File: src/rtl/tmon_pkg.sv
package tmon_pkg;
  typedef enum logic {
    TS_NORMAL = 1'b0,
    TS_HOT    = 1'b1
  } tsens_e;

  // Status bit positions inside the per-sensor pair.
  localparam int unsigned HOT_OFS  = 0;
  localparam int unsigned COOL_OFS = 1;
  localparam int unsigned BITS_PER_SENS = 2;
endpackage

File: src/rtl/tmon_sensor.sv
module tmon_sensor
  import tmon_pkg::*;
#(
  parameter int RAW_W = 15
) (
  input  logic             clk,
  input  logic             rst,
  input  logic             en,
  input  logic             vld,
  input  logic [RAW_W-1:0] raw,
  input  logic [RAW_W-1:0] hot_lim,
  input  logic [RAW_W-1:0] cool_lim,
  input  logic             one_shot,
  input  logic             hot_stat,
  output logic             hot_ev,
  output logic             cool_ev
);
  tsens_e st_q;
  logic   rise_x;
  logic   fall_x;

  always_comb begin
    rise_x  = en && vld && (st_q == TS_NORMAL) && (raw > hot_lim);
    fall_x  = en && vld && (st_q == TS_HOT) && (raw < cool_lim);
    hot_ev  = rise_x && !(one_shot && hot_stat);
    cool_ev = fall_x;
  end

  always_ff @(posedge clk) begin
    if (rst || !en) begin
      st_q <= TS_NORMAL;
    end else if (rise_x) begin
      st_q <= TS_HOT;
    end else if (fall_x) begin
      st_q <= TS_NORMAL;
    end
  end

  // a disabled sensor falls back to normal
  p_dis_normal_r6: assert property (@(posedge clk) disable iff (rst)
    !en |=> (st_q == TS_NORMAL));
  // a recorded hot event leaves the sensor hot
  p_hot_state_r2: assert property (@(posedge clk) disable iff (rst)
    hot_ev |=> (st_q == TS_HOT));
  // a cool-down event leaves the sensor normal
  p_cool_state_r3: assert property (@(posedge clk) disable iff (rst)
    cool_ev |=> (st_q == TS_NORMAL));
  // one-shot mode never re-reports while the bit is still pending
  p_oneshot_r5: assert property (@(posedge clk) disable iff (rst)
    (one_shot && hot_stat) |-> !hot_ev);
endmodule

File: src/rtl/tmon_status.sv
module tmon_status #(
  parameter int ST_W = 8
) (
  input  logic            clk,
  input  logic            rst,
  input  logic [ST_W-1:0] ev,
  input  logic            clr_we,
  input  logic [ST_W-1:0] clr_bits,
  input  logic [ST_W-1:0] irq_en,
  output logic [ST_W-1:0] status,
  output logic            irq
);
  logic [ST_W-1:0] clr_m;
  logic [ST_W-1:0] st_nxt;

  always_comb begin
    clr_m  = clr_we ? clr_bits : '0;
    st_nxt = (status & ~clr_m) | ev;
  end

  always_ff @(posedge clk) begin
    if (rst) begin
      status <= '0;
      irq    <= 1'b0;
    end else begin
      status <= st_nxt;
      irq    <= |(st_nxt & irq_en);
    end
  end

  // a new event always lands, even against a clear
  p_event_wins_r7: assert property (@(posedge clk) disable iff (rst)
    (ev != '0) |=> ((status & $past(ev)) == $past(ev)));
  // cleared bits without a new event go to zero
  p_clear_r7: assert property (@(posedge clk) disable iff (rst)
    clr_we |=> ((status & $past(clr_bits & ~ev)) == '0));
  // bits only become set through an event
  p_sticky_r4: assert property (@(posedge clk) disable iff (rst)
    1'b1 |=> (((status & ~$past(status)) & ~$past(ev)) == '0));
  // interrupt follows masked status
  p_irq_r8: assert property (@(posedge clk) disable iff (rst)
    1'b1 |=> (irq == (|(status & $past(irq_en)))));
endmodule

File: src/rtl/tmon_irq_monitor.sv
module tmon_irq_monitor
  import tmon_pkg::*;
#(
  parameter int N     = 4,
  parameter int RAW_W = 15
) (
  input  logic                 clk,
  input  logic                 rst,
  input  logic [N-1:0]         smp_vld,
  input  logic [N*RAW_W-1:0]   smp_raw,
  input  logic [RAW_W-1:0]     hot_lim,
  input  logic [RAW_W-1:0]     cool_lim,
  input  logic [N-1:0]         sens_en,
  input  logic                 one_shot,
  input  logic [2*N-1:0]       irq_en,
  input  logic                 clr_we,
  input  logic [2*N-1:0]       clr_bits,
  output logic [2*N-1:0]       status,
  output logic                 irq
);
  localparam int ST_W = BITS_PER_SENS * N;

  logic [ST_W-1:0] ev_vec;

  for (genvar g = 0; g < N; g++) begin : g_sens
    tmon_sensor #(.RAW_W(RAW_W)) u_sens (
      .clk      (clk),
      .rst      (rst),
      .en       (sens_en[g]),
      .vld      (smp_vld[g]),
      .raw      (smp_raw[g*RAW_W +: RAW_W]),
      .hot_lim  (hot_lim),
      .cool_lim (cool_lim),
      .one_shot (one_shot),
      .hot_stat (status[BITS_PER_SENS*g + HOT_OFS]),
      .hot_ev   (ev_vec[BITS_PER_SENS*g + HOT_OFS]),
      .cool_ev  (ev_vec[BITS_PER_SENS*g + COOL_OFS])
    );
  end

  tmon_status #(.ST_W(ST_W)) u_stat (
    .clk      (clk),
    .rst      (rst),
    .ev       (ev_vec),
    .clr_we   (clr_we),
    .clr_bits (clr_bits),
    .irq_en   (irq_en),
    .status   (status),
    .irq      (irq)
  );
endmodule

File: config.mk
export PLATFORM = sky130hd
export DESIGN_NAME = tmon_irq_monitor
export DESIGN_NICKNAME = d
export VERILOG_FILES = /design/src/rtl/tmon_pkg.sv /design/src/rtl/tmon_sensor.sv /design/src/rtl/tmon_status.sv /design/src/rtl/tmon_irq_monitor.sv
export SDC_FILE = /design/constraint.sdc
export NUM_CORES = 1
export LEC_CHECK = 0
export BUFFER_PORTS_ARGS = -buffer_cell sky130_fd_sc_hd__buf_4
export CAP_MARGIN = 30
export CORE_AREA = 2 2 68 103
export CTS_BUF_LIST = sky130_fd_sc_hd__clkbuf_8
export DETAILED_ROUTE_END_ITERATION = 8
export DIE_AREA = 0 0 70 105
export PLACE_DENSITY = 0.82
export REMOVE_ABC_BUFFERS = 1
export SETUP_SLACK_MARGIN = 0.5
export SLEW_MARGIN = 20
export SYNTH_ARGS = -nofsm -noshare
export SYNTH_HDL_FRONTEND = slang
export SYNTH_SLANG_ARGS = --single-unit
File: constraint.sdc
create_clock -name clk -period 2.15 [get_ports clk]
set_input_delay 0.215 -clock clk [delete_from_list [all_inputs] [get_ports clk]]
set_output_delay 0.215 -clock clk [all_outputs]
set_load 0.02 [all_outputs]
==> results of run 1 <==
[through the flow]
stage               setup TNS, ns  hold WS (ns)  power [mW]  instances
global route                    0         0.237        1.61        648
finish                          0         0.228        1.51        648
floorplan                       0         0.278       0.651        395
CTS                             0         0.247        1.36        643
detailed placement         -0.164         0.485        1.05        630
global placement           -0.116         0.479        1.01        630
[synth_stat cells (all sizes together) (2+ instances only)]
cell type  number  area share, %
ha            116             45
a21oi          47            7.3
inv            38            4.4
nand2          36            4.2
nand4          19            3.7
nor2           19            2.2
o21ai          19            3.0
dfxtp          13            8.1
a21o            8            1.9
nand3           7            1.1
o31ai           7            1.6
a211oi          6            1.4
nor3b           5            1.2
a2111oi         4            1.7
buf             4           0.93
nand2b          4           0.78
nand3b          4           0.93
nor2b           3           0.58
nor3            3           0.47
nor4            3           0.58
a21boi          2           0.47
a22oi           2           0.47
a31oi           2           0.39
and2            2           0.39
and3            2           0.39
and4            2           0.54
clkbuf          2           0.23
o211ai          2           0.47
o21a            2           0.47
[layout make-up]
type	instances	share of cell area (%)
repair buffers	173	25.5
clock inverters	1	0.0700
well taps	76	1.77
flip-flops and latches	13	4.85
multi-input cells	344	63.8
inverters	38	3.22
clock buffers	3	0.770
[where the power goes]
part | total (mW) | switching, mW | internal, mW | leakage (nW)
Combinational | 1.02 | 0.504 | 0.515 | 2.35
Clock | 0.229 | 0.102 | 0.127 | 0.0269
Sequential | 0.257 | 0.00753 | 0.250 | 0.105
Total | 1.51 | 0.614 | 0.892 | 2.48
[flip-flops by register name, summed over array words and instances (netlist names)]
name and count:
u_stat.status 8, g_sens.u_sens.st_q 4, u_stat.irq 1
[what timing repair did]
action                                  in CTS  in global routing
pin swaps                                   25                 28
endpoints found under the setup margin      12                 13
endpoints found under the hold margin        0                  0
buffers inserted                             9                  5
resized for setup                           76                 67
[cell usage in the layout, fill, tap and decap left out, drive strengths merged, types with 4 or more instances in the layout]
| cell type | instances |
|---|---|
| nor3b | 5 |
| a21oi | 47 |
| nand3 | 7 |
| inv | 37 |
| a2111oi | 4 |
| nor2 | 19 |
| buf | 173 |
| nand3b | 4 |
| o21ai | 19 |
| a21o | 8 |
| nand2b | 4 |
| ha | 116 |
| nand2 | 36 |
| dfxtp | 13 |
| o31ai | 7 |
| a211oi | 6 |
| nand4 | 19 |
[critical path, stage by stage]
cell and delay, ns:
buf_4 0.09, inv_2 0.04, buf_6 0.12, ha_4 0.25
nand4_1 0.17, a21oi_2 0.20, o31ai_2 0.09, a2111oi_2 0.39
a22oi_1 0.17, o221a_1 0.27, a41oi_2 0.16
[cell families after synthesis]
family                   count (synthesis)  share of synthesized area [%]
flip-flops                              13                           8.08
AND/OR/NAND/NOR                        112                           17.7
buffers and inverters                   44                           5.59
adder cells (fa/ha/maj)                116                           45.1
AO/OA/AOI/OAI                          116                           23.6
[worst min path at each step]
stage / depth (start not counted) / endpoint
floorplan: 1 / u_stat.irq$_SDFF_PP0_
global placement: 2 / u_stat.status[3]$_SDFF_PP0_
detailed placement: 2 / u_stat.status[7]$_SDFF_PP0_
CTS: 2 / u_stat.status[0]$_SDFF_PP0_
global route: 2 / g_sens[3].u_sens.st_q$_SDFFE_PP0P_
finish: 2 / g_sens[3].u_sens.st_q$_SDFFE_PP0P_
[routing by layer]
metal  global-route usage, %  part of all wire (%)  vias to the layer above
met2                    62.8                    53                      215
met4                    24.0                   9.3                        0
met5                       0                     0                        -
li1                        -                     -                     1870
met3                    4.34                   5.8                       86
met1                    30.3                    32                     1889
==> results.md, run 1 <==
* R2r endpoint: u_stat.irq$_SDFF_PP0_
* Fraction of layout cells with a size suffix above 1 at 49.3%
* Worst Setup SP: hot_lim[3]
* First-pass GRT wire length at 19,200 um
* DRC viols at 0
* Critical Path Sink: u_stat.irq$_SDFF_PP0_
* Critical Path Source Type: primary input
* Reg2Reg Setup Slack at 0.40 ns
* Hold Startpoint: sens_en[3]
* Largest net degree at the start of global routing at 14
* Crit. End Element: flip-flop
* Vias in the first global route at 4,250
* Nets at 807
* Synth Area per Inst at 8.03 um^2
* HPWL after DPL at 9980 um
* Placed cell areas at 4470 um^2
* WP data required at 2.33 ns
* Synth Cell Area at 3220 um^2
* Post-placement worst setup slack at -0.129 ns
* Post-Layout Inst Area at 5360 um^2
* Filler instances at 364
* Core Area at 6400 um^2
* Overflow after GRT at 0
* CP max FO at 3
* TritonCTS clock tree: built
* Row count at 36
* Sink Count at 13
* Slew @ Worst Pin at 0.402 ns
* Initial antenna violation count at 0
* Die Wd at 70 um
* # IOs at 127
* VDD IR max at 0.220 mV
* Status: complete, no violations
* Slew headroom at 73.0%
* GP Congestion at 0.942
* Iteration-0 DRC Markers at 324
* Post-synth top flop: dfxtp_1
* Flip-flop and latch count after synthesis at 13
* RSZ-0062 raised after global routing: yes
* Skew-Pair Late Insertion Delay at 0.25 ns
* Post-route antenna net violation count at 0
* Multi-input logic area at 3420 um^2
* CP arrival at 2.17 ns
* CTS Buffer Depth at 2
* Fin crit share at 92.8%
* Via/cell ratio at 6.27
* Clock-pin slew on the worst setup and hold paths at 0.06 ns
* Cts hold-fix bufs at 0
* GRT Util Overall at 32.7%
* Die Ht at 105 um
* Wire length per cell at 20.4 um
* LEAKAGE at 2.48 nW
* Die ar. at 7350 um^2
* Number of I/O port buffers at 126
* Crit Path Class: primary input to flip-flop
* Number of H-tree levels at 1
* Async SR Flop Fraction at 0%
* Setup-failing EPs final at 0
* DRT Wirelength at 13,200 um
* # diodes at 0
* Slew Limit Fails at 0
* Pwr dens at 281 nW/um^2
* Sequential share of the synthesized area at 8.08%
* Reg2reg path depth at 6
* Max Cap Viol at 0
* First-pass DRT Iterations at 4
* FF-to-FF Start: g_sens[1].u_sens.st_q$_SDFFE_PP0P_
* Worst Hold Class: primary input to flip-flop
* EDFF count, synth at 0
* Hold Fails Final Rpt at 0
* Vias at 4,060
* Distinct cell type count after synthesis at 49
* Fmax at 501 MHz
* TritonCTS Buffers at 3
* Register area at 260 um^2
* Final cell utilization of the core at 83.9%
* Final worst slack at 0.154 ns
* Ys Warns at 0
* Final critical-path required period at 2.00 ns
* CTS Root Cell: clkbuf_8
* Syn-to-layout area delta at 66.5%
* Fin Clk Skew at 0.00439 ns
* Post-Synthesis Cells at 401
* Initial Utilization at 50.4%
No activity file was read; power rests on OpenSTA's default activity.
==> inputs of run 2 (changes only) <==
--- a/config.mk
+++ b/config.mk
@@ -7,10 +7,12 @@
 export LEC_CHECK = 0
 export BUFFER_PORTS_ARGS = -buffer_cell sky130_fd_sc_hd__buf_4
 export CAP_MARGIN = 30
-export CORE_AREA = 2 2 68 103
+export CELL_PAD_IN_SITES_DETAIL_PLACEMENT = 1
+export CELL_PAD_IN_SITES_GLOBAL_PLACEMENT = 2
+export CORE_AREA = 2 2 91 137
 export CTS_BUF_LIST = sky130_fd_sc_hd__clkbuf_8
 export DETAILED_ROUTE_END_ITERATION = 8
-export DIE_AREA = 0 0 70 105
+export DIE_AREA = 0 0 93 139
 export PLACE_DENSITY = 0.82
 export REMOVE_ABC_BUFFERS = 1
 export SETUP_SLACK_MARGIN = 0.5
==> run 2 against run 1 <==
- maximum frequency decreased by 1.9%
- worst hold slack improved by 0.030 ns
- final area increased by 4.9%
- highest routed layer unchanged
==> results.md, run 2 (synthesized netlist as in run 1, its figures left out) <==
* Max Cap Viol at 0
* Vias in the first global route at 4,465
* Slew headroom at 69.9%
* Number of H-tree levels at 1
* Top Registers: u_stat.status x8, g_sens.u_sens.st_q x4, u_stat.irq x1
* CP arrival at 2.15 ns
* Wire length per cell at 19.9 um
* Skew-Pair Late Insertion Delay at 0.24 ns
* Critical Path Source Type: primary input
* WP data required at 2.26 ns
* Top reg by flops: u_stat.status
* Hold path depth at 2
* Placed Cells incl. Taps at 727
* RSZ-0062 raised after global routing: yes
* FF-to-FF Start: g_sens[1].u_sens.st_q$_SDFFE_PP0P_
* Cts hold-fix bufs at 0
* Slew @ Worst Pin at 0.446 ns
* Number of I/O port buffers at 126
* Largest net degree at the start of global routing at 14
* Initial antenna violation count at 0
* Crit. End Element: flip-flop
* # IOs at 127
* Reg2reg path depth at 6
* Commonest non-fill, non-tap cell in the layout: buf_4
* Fin crit share at 94.6%
* Vias at 3,888
* Overflow after GRT at 0
* VDD IR max at 0.241 mV
* Slew Limit Fails at 0
* CP max FO at 3
* DRC viols at 0
* DRT Wirelength at 14,700 um
* Row count at 49
* Clock-pin slew on the worst setup and hold paths at 0.06 ns
* HPWL after DPL at 12,400 um
* Fmax at 492 MHz
* First-pass DRT Iterations at 4
* TritonCTS Buffers at 3
* Final critical-path required period at 2.03 ns
* Iteration-0 DRC Markers at 112
* Worst Hold Class: primary input to flip-flop
* CTS Root Cell: clkbuf_8
* Die ar. at 12,900 um^2
* TritonCTS clock tree: built
* Initial Utilization at 27.4%
* Reg2Reg Setup Slack at 0.42 ns
* Fraction of layout cells with a size suffix above 1 at 50.3%
* Setup-failing EPs final at 0
* Die Wd at 93 um
* Most frequent cells in the layout: buf_4, ha_1, nand2_1, a21oi_1, ha_4
* Post-route insts no fill at 742
* Pwr dens at 277 nW/um^2
* Total power at 1.56 mW
* Status: complete, no violations
* Critical Path Sink: u_stat.irq$_SDFF_PP0_
* Post-route antenna net violation count at 0
* First-pass GRT wire length at 22,000 um
* GRT Util Overall at 21.8%
* R2r endpoint: u_stat.irq$_SDFF_PP0_
* Max reg flops at 8
* CTS Buffer Depth at 2
* Core Area at 11,800 um^2
* Nets at 824
* Die Ht at 139 um
* Via/cell ratio at 5.24
* Sink Count at 13
* Worst Setup SP: hot_lim[5]
* Syn-to-layout area delta at 74.7%
* Hold Fails Final Rpt at 0
* # diodes at 0
* Fin Clk Skew at 0.00321 ns
* LEAKAGE at 2.59 nW
* Crit Path Class: primary input to flip-flop
* Hold slack final at 0.259 ns
* GP Congestion at 0.867
## run 2: cell types whose count changed in the layout (fill, tap and decap cells not counted), sizes merged
cell      change
buf          +17
clkinvlp      +1
inv           -1
## run 2: final cells by class
class	count	area, um^2
fillers	1415	6140
well taps	153	191
repair buffers	190	1480
multi-input cells	344	3490
flip-flops and latches	13	260
clock inverters	1	3.75
clock buffers	3	41.3
inverters	38	166
## run 2: worst min-delay path by stage
stage          slack (ns)                   startpoint                                  to
6_report             0.26                   sens_en[0]  g_sens[0].u_sens.st_q$_SDFFE_PP0P_
5_1_grt              0.26                          rst         u_stat.status[3]$_SDFF_PP0_
4_1_cts              0.26                          rst         u_stat.status[3]$_SDFF_PP0_
3_5_place_dp         0.49  u_stat.status[3]$_SDFF_PP0_         u_stat.status[3]$_SDFF_PP0_
3_3_place_gp         0.50  u_stat.status[3]$_SDFF_PP0_         u_stat.status[3]$_SDFF_PP0_
2_1_floorplan        0.28                          rst               u_stat.irq$_SDFF_PP0_
## run 2: what timing repair did
item / CTS / global route
endpoints found under the setup margin: 12 / 13
gates resized for setup: 102 / 34
setup buffers: 10 / 1
pin swaps: 49 / 21
## run 2: critical path: stages
cell	delay [ns]
buf_4	0.11
inv_2	0.06
buf_6	0.13
ha_1	0.26
o21ai_1	0.19
nor2_2	0.10
o31ai_4	0.28
a31oi_4	0.15
a22o_1	0.23
a221oi_2	0.27
a41oi_2	0.14
## run 2: per-stage QoR
stage,area [um^2],util (%),setup TNS [ns],setup WS (ns)
final,5630,47.8,0,0.116
after global routing,5630,47.8,0,0.0387
after CTS,5390,45.8,0,0.172
after detailed placement,4720,40.1,-1.25,-0.449
after global placement,4720,40.1,-1.10,-0.450
after floorplan,3180,-,0,0.275
## run 2: layer usage
metal  GRT usage (%)  routed length [um]  vias to the layer above
met2            45.7                8540                       97
met5               0                   0                        -
li1                -                   -                     1901
met1            20.7                5150                     1858
met3            1.63                 396                       32
met4            8.82                 663                        0
## run 2: report_power, final
group | internal [mW] | switching, mW
registers | 0.250 | 0.00756
clock network | 0.126 | 0.0957
logic | 0.545 | 0.535
total | 0.921 | 0.638
